### src/rtl/csel_pkg.sv
package csel_pkg;

    // Width of group idx; 0 once idx is past the last group.
    function automatic int grp_w(int n, int sqrt_mode, int uw, int idx);
        int used;
        int w;
        used = 0;
        w = 0;
        for (int k = 0; k <= idx; k++) begin
            if (used >= n) begin
                w = 0;
            end else begin
                if (sqrt_mode != 0) w = (k + 1 < 2) ? 2 : ((k + 1 > 2) ? k + 1 : 2);
                else                w = uw;
                if (w > n - used) w = n - used;
            end
            used = used + w;
        end
        return w;
    endfunction

    // Bit position of the lowest bit of group idx.
    function automatic int grp_lsb(int n, int sqrt_mode, int uw, int idx);
        int acc;
        acc = 0;
        for (int k = 0; k < idx; k++) acc = acc + grp_w(n, sqrt_mode, uw, k);
        return acc;
    endfunction

    // Number of groups needed to cover n bits.
    function automatic int grp_count(int n, int sqrt_mode, int uw);
        int cnt;
        int used;
        cnt = 0;
        used = 0;
        while (used < n) begin
            used = used + grp_w(n, sqrt_mode, uw, cnt);
            cnt = cnt + 1;
        end
        return cnt;
    endfunction

endpackage

### src/rtl/csel_ripple.sv
module csel_ripple #(
    parameter int W = 4
) (
    input  logic [W-1:0] a_i,
    input  logic [W-1:0] b_i,
    input  logic         cin_i,
    output logic [W-1:0] sum_o,
    output logic         cout_o
);
    logic [W:0] chain;

    assign chain[0] = cin_i;

    for (genvar i = 0; i < W; i++) begin : g_bit
        logic half;
        assign half         = a_i[i] ^ b_i[i];
        assign sum_o[i]     = half ^ chain[i];
        assign chain[i + 1] = (a_i[i] & b_i[i]) | (half & chain[i]);
    end

    assign cout_o = chain[W];
endmodule

### src/rtl/csel_excess1.sv
module csel_excess1 #(
    parameter int W = 5
) (
    input  logic [W-1:0] val_i,
    output logic [W-1:0] inc_o
);
    // flip[i] is high when every bit below i is one: bit i is inverted.
    logic [W-1:0] flip;

    assign flip[0] = 1'b1;

    for (genvar i = 0; i < W; i++) begin : g_bit
        assign inc_o[i] = val_i[i] ^ flip[i];
        if (i < W - 1) begin : g_next
            assign flip[i + 1] = flip[i] & val_i[i];
        end
    end
endmodule

### src/rtl/csel_group.sv
module csel_group #(
    parameter int W = 4
) (
    input  logic [W-1:0] a_i,
    input  logic [W-1:0] b_i,
    input  logic         sel_i,
    output logic [W-1:0] sum_o,
    output logic         cout_o
);
    logic [W-1:0] zero_sum;
    logic         zero_cy;
    logic [W:0]   one_res;

    csel_ripple #(.W(W)) u_rip (
        .a_i   (a_i),
        .b_i   (b_i),
        .cin_i (1'b0),
        .sum_o (zero_sum),
        .cout_o(zero_cy)
    );

    csel_excess1 #(.W(W + 1)) u_inc (
        .val_i({zero_cy, zero_sum}),
        .inc_o(one_res)
    );

    always_comb begin
        if (sel_i) begin
            sum_o  = one_res[W-1:0];
            cout_o = one_res[W];
        end else begin
            sum_o  = zero_sum;
            cout_o = zero_cy;
        end
    end
endmodule

### src/rtl/csel_adder.sv
module csel_adder #(
    parameter int N           = 16,
    parameter int SQRT_SIZING = 1,
    parameter int UNI_W       = 4
) (
    input  logic         clk,
    input  logic         rst_n,
    input  logic [N-1:0] a_i,
    input  logic [N-1:0] b_i,
    input  logic         cin_i,
    output logic [N-1:0] sum_o,
    output logic         cout_o
);
    localparam int NG = csel_pkg::grp_count(N, SQRT_SIZING, UNI_W);

    typedef struct packed {
        logic [N-1:0] sum;
        logic         cy;
    } res_t;

    res_t         res_d, res_q;
    logic [NG:0]  carry;
    logic [N-1:0] comb_sum;

    assign carry[0] = cin_i;

    for (genvar g = 0; g < NG; g++) begin : g_grp
        localparam int LSB = csel_pkg::grp_lsb(N, SQRT_SIZING, UNI_W, g);
        localparam int W   = csel_pkg::grp_w(N, SQRT_SIZING, UNI_W, g);
        if (g == 0) begin : g_base
            csel_ripple #(.W(W)) u_base (
                .a_i   (a_i[LSB +: W]),
                .b_i   (b_i[LSB +: W]),
                .cin_i (carry[0]),
                .sum_o (comb_sum[LSB +: W]),
                .cout_o(carry[1])
            );
        end else begin : g_sel
            csel_group #(.W(W)) u_grp (
                .a_i   (a_i[LSB +: W]),
                .b_i   (b_i[LSB +: W]),
                .sel_i (carry[g]),
                .sum_o (comb_sum[LSB +: W]),
                .cout_o(carry[g + 1])
            );
        end
    end

    always_comb begin
        res_d     = res_q;
        res_d.sum = comb_sum;
        res_d.cy  = carry[NG];
    end

    always_ff @(posedge clk or negedge rst_n) begin
        if (!rst_n) res_q <= '0;
        else        res_q <= res_d;
    end

    assign sum_o  = res_q.sum;
    assign cout_o = res_q.cy;

    // Integer reference total used only by the checks below.
    logic [N:0] chk_total;
    assign chk_total = {1'b0, a_i} + {1'b0, b_i} + {{N{1'b0}}, cin_i};

    assert_sum_R1: assert property (@(posedge clk) disable iff (!rst_n)
        $past(rst_n) |-> (sum_o == $past(chk_total[N-1:0])))
        else $error("sum register differs from reference total");

    assert_cout_R2: assert property (@(posedge clk) disable iff (!rst_n)
        $past(rst_n) |-> (cout_o == $past(chk_total[N])))
        else $error("carry-out register differs from reference total");

    assert_reset_clear_R3: assert property (@(posedge clk) disable iff (!rst_n)
        $rose(rst_n) |-> (sum_o == '0 && !cout_o))
        else $error("outputs not cleared by reset");

    for (genvar g = 1; g < NG; g++) begin : g_chk
        localparam int BL = csel_pkg::grp_lsb(N, SQRT_SIZING, UNI_W, g);
        // select carry entering each group matches the true carry at that bit
        assert_boundary_R4: assert property (@(posedge clk) disable iff (!rst_n)
            carry[g] == (a_i[BL] ^ b_i[BL] ^ chk_total[BL]))
            else $error("select carry wrong at group boundary");
    end
endmodule

### config.mk
export PLATFORM = sky130hd
export DESIGN_NAME = csel_adder
export DESIGN_NICKNAME = d
export VERILOG_FILES = /design/src/rtl/csel_pkg.sv /design/src/rtl/csel_ripple.sv /design/src/rtl/csel_excess1.sv /design/src/rtl/csel_group.sv /design/src/rtl/csel_adder.sv
export SDC_FILE = /design/constraint.sdc
export NUM_CORES = 1
export LEC_CHECK = 0
export BUFFER_PORTS_ARGS = -buffer_cell sky130_fd_sc_hd__buf_4
export CAP_MARGIN = 20
export CELL_PAD_IN_SITES_DETAIL_PLACEMENT = 1
export CELL_PAD_IN_SITES_GLOBAL_PLACEMENT = 1
export CORE_MARGIN = 4
export CORE_UTILIZATION = 34
export DETAILED_ROUTE_END_ITERATION = 10
export GPL_TIMING_DRIVEN = 0
export PLACE_DENSITY = 0.82
export SLEW_MARGIN = 20
export SYNTH_ARGS = -nofsm -noshare
export SYNTH_HDL_FRONTEND = slang
export SYNTH_SLANG_ARGS = --single-unit
### constraint.sdc
create_clock -name clk -period 0.8 [get_ports clk]
set_input_delay 0 -clock clk [delete_from_list [all_inputs] [get_ports clk]]
set_output_delay 0 -clock clk [all_outputs]
set_load 0.01 [all_outputs]
==> summary.txt <==
Clocking
  – Clock tree from TritonCTS: done
  – CTS Root Cell: clkbuf_8
  – CTS H-tree depth: 1
  – CTS Buf Count: 3
  – # clock sinks: 17
  – Clock tree buffer depth: 2
  – Clk slew on worst S/H paths: 0.08 ns

Die
  – Die area: ~5500 um^2
  – DIE WIDTH: approximately 74 um
  – Die Y: approximately 74 um
  – Initial core utilization: between 30% and 40%
  – IO Pins: 52
  – Core Box Area: 4090 um^2
  – Row count: 23

Global routing
  – Gr usage total: roughly 17%
  – Met2 Use GR: approximately 34%
  – Busiest layer in global routing: met2
  – Vias in the first global route: roughly 1500
  – Largest net degree at the start of global routing: 18
  – First-pass GRT wire length: about 7 mm
  – Met3 usage: 3.97%
  – Met1 Usage GRT: a little under a fifth
  – GRT overflow: 0
  – Antenna violations before repair: 0

Place
  – # port buffers: between 50 and 60
  – Hpwl dp: 3.18 mm
  – RePlAce Congestion: approximately 0.8
  – Placed Area: 2060 um^2

Worst setup path
  – CP Cell Sequence: buf_8 > ha_4 > fa_2 > inv_2 > fa_2 > fa_2 > fa_1 > inv_2 > ha_4 > nand4bb_1 > a221o_2 > o2111a_1 > a311oi_1
  – CP top delay family: adder cells
  – CP required: 0.97 ns
  – WP buf/inv: 3
  – Type of the worst setup path: in2reg
  – CP Capture Type: flop
  – Arrival time at the worst endpoint: approximately 2.6 ns
  – Crit Path Max Fanout: 5
  – Crit-path most repeated cell: fa_2
  – Startpoint types: input port
  – Slowest cell delay on critical path: about 0.45 ns
  – Slowest-stage cell, CP: fa_1

Synthesis
  – Number of synthesized flops with an enable pin: 0
  – Synthesized cell area: 1480 um^2
  – Syn Area/Cell: 11.3 um^2
  – Cells after synthesis: 131
  – Synth Flop Type: dfrtp_1
  – Seq cells post-synth: 17
  – Post-Syn Nets: 192
  – Post-synth ARST share: 100%
  – Yosys warnings: 0
  – Sequential cell area fraction in the yosys report: between 20% and 30%
  – Distinct cell type count after synthesis: 38

Drt
  – TritonRoute pass-1 iters: 4
  – Drt wl/cell: ~17 um
  – Via count: 1286
  – DRT iter0 DRCs: 43
  – Vias per cell: approximately 5.0
  – Final WL: ~4.5 mm
  – Remaining antenna violation count: 0
  – DR DRC count: 0

Timing
  – WHS: 0.0449 ns
  – RSZ-0062 raised after global routing: true
  – Pins Over Slew Limit: 0
  – Worst Slack Setup Final: -1.67 ns
  – Worst Tran Pin Value: between 0.4 and 0.5 ns
  – Final setup viols: 16
  – Final Hold Viols: 0
  – Sum of negative setup slack: -16.98 ns
  – Slew HR: 69.3%
  – Min Clock Period, post-route: 2.47 ns
  – Fmax: just over 400 MHz
  – Period utilization: 309%

Cells and area
  – P&R area growth vs syn: 67.9%
  – Nets: between 200 and 300
  – Most common cell after layout, fill and taps aside: buf_4
  – Fin area: 2480 um^2
  – N_diodes: 0
  – Share of layout cells above drive strength 1: a little under two thirds
  – Most frequent cells in the layout: buf_4, buf_6, inv_1, dfrtp_1, fa_2

Outcome
  – Failing checks: setup timing
  – Run status: finished with violations

Power and ir drop
  – PD cells: 1610 nW/um^2
  – Max IR drop VDD: between 1 and 1.5 mV
  – Pleak: ~1.2 nW

Job
  – Max-cap violations: 0

Worst hold path
  – Hold Crit Class: in2reg
[layout make-up]
cell class / count / area, um^2
Tap cell: 50 / 62.6
Sequential cell: 17 / 425
Fill cell: 427 / 1610
Inverter: 28 / 128
Timing Repair Buffer: 73 / 641
Buffer: 4 / 51.3
Clock inverter: 1 / 5.00
Multi-Input combinational cell: 82 / 1120
Clock buffer: 3 / 41.3
[state kept, by name, indices dropped and copies added (netlist names)]
signal	cells
cout_o	1
sum_o	16
[cell usage after synthesis (2+ instances only)]
library cell | number | area share (%)
xor2_1 | 3 | 1.8
inv_1 | 28 | 7.1
fa_1 | 12 | 16
nand2_1 | 6 | 1.5
o211a_1 | 3 | 2.0
mux2_2 | 6 | 4.6
nand3b_1 | 3 | 1.5
dfrtp_1 | 17 | 29
nor2_1 | 5 | 1.3
a211oi_1 | 5 | 2.5
ha_1 | 14 | 12
clkbuf_1 | 2 | 0.51
nand2b_1 | 2 | 0.85
[final timing paths]
| path | start | to | cells after the start |
|---|---|---|---|
| setup / recovery | a_i[11] | cout_o | 13 |
| hold / removal | a_i[4] | sum_o[4] | 3 |
| max in group asynchronous | rst_n | sum_o[12] | 2 |
| min in group asynchronous | rst_n | sum_o[5] | 2 |
[report_power, final]
| group | switching, W | leakage [nW] | internal [W] |
|---|---|---|---|
| combinational | 0.000921 | 0.970 | 0.00124 |
| sequential | 0.0000753 | 0.197 | 0.00107 |
| clock | 0.000335 | 0.0255 | 0.000347 |
| total | 0.00133 | 1.19 | 0.00265 |
[layer usage]
metal / wire length, um / up-vias
li1: - / 592
met1: 1610 / 650
met2: 2550 / 40
met3: 250 / 4
met4: 53 / 0
met5: 0 / -
[repair_timing]
item / in CTS / in global routing
pin swaps: 26 / 13
endpoints found under the hold margin: 17 / 0
setup buffers: 12 / 9
resized for setup: 33 / 13
hold buffers: 1 / 0
setup endpoints to repair: 16 / 21
[cells by family after synthesis]
kind of cell	synth area share [%]
buffers and inverters	10.6
AOI/OAI and AO/OA	13.8
xor gates and xnor gates	3.90
DFF	28.8
muxes	4.58
and+or+nand+nor	10.1
adders and majority gates	28.2
[metrics by stage]
step / setup slack [ns] / utilization [%] / power [W] / instances
final: -1.67 / 60.6 / 0.00399 / 258
after global routing: -1.79 / 60.6 / 0.00427 / 258
after CTS: -1.64 / 57.6 / 0.00382 / 249
after detailed placement: -2.15 / 50.5 / 0.00290 / 232
after global placement: -2.05 / 50.5 / 0.00277 / 232
after floorplan: -1.76 / - / 0.00215 / 131
Note: power is estimated with default switching activity, not from simulation.
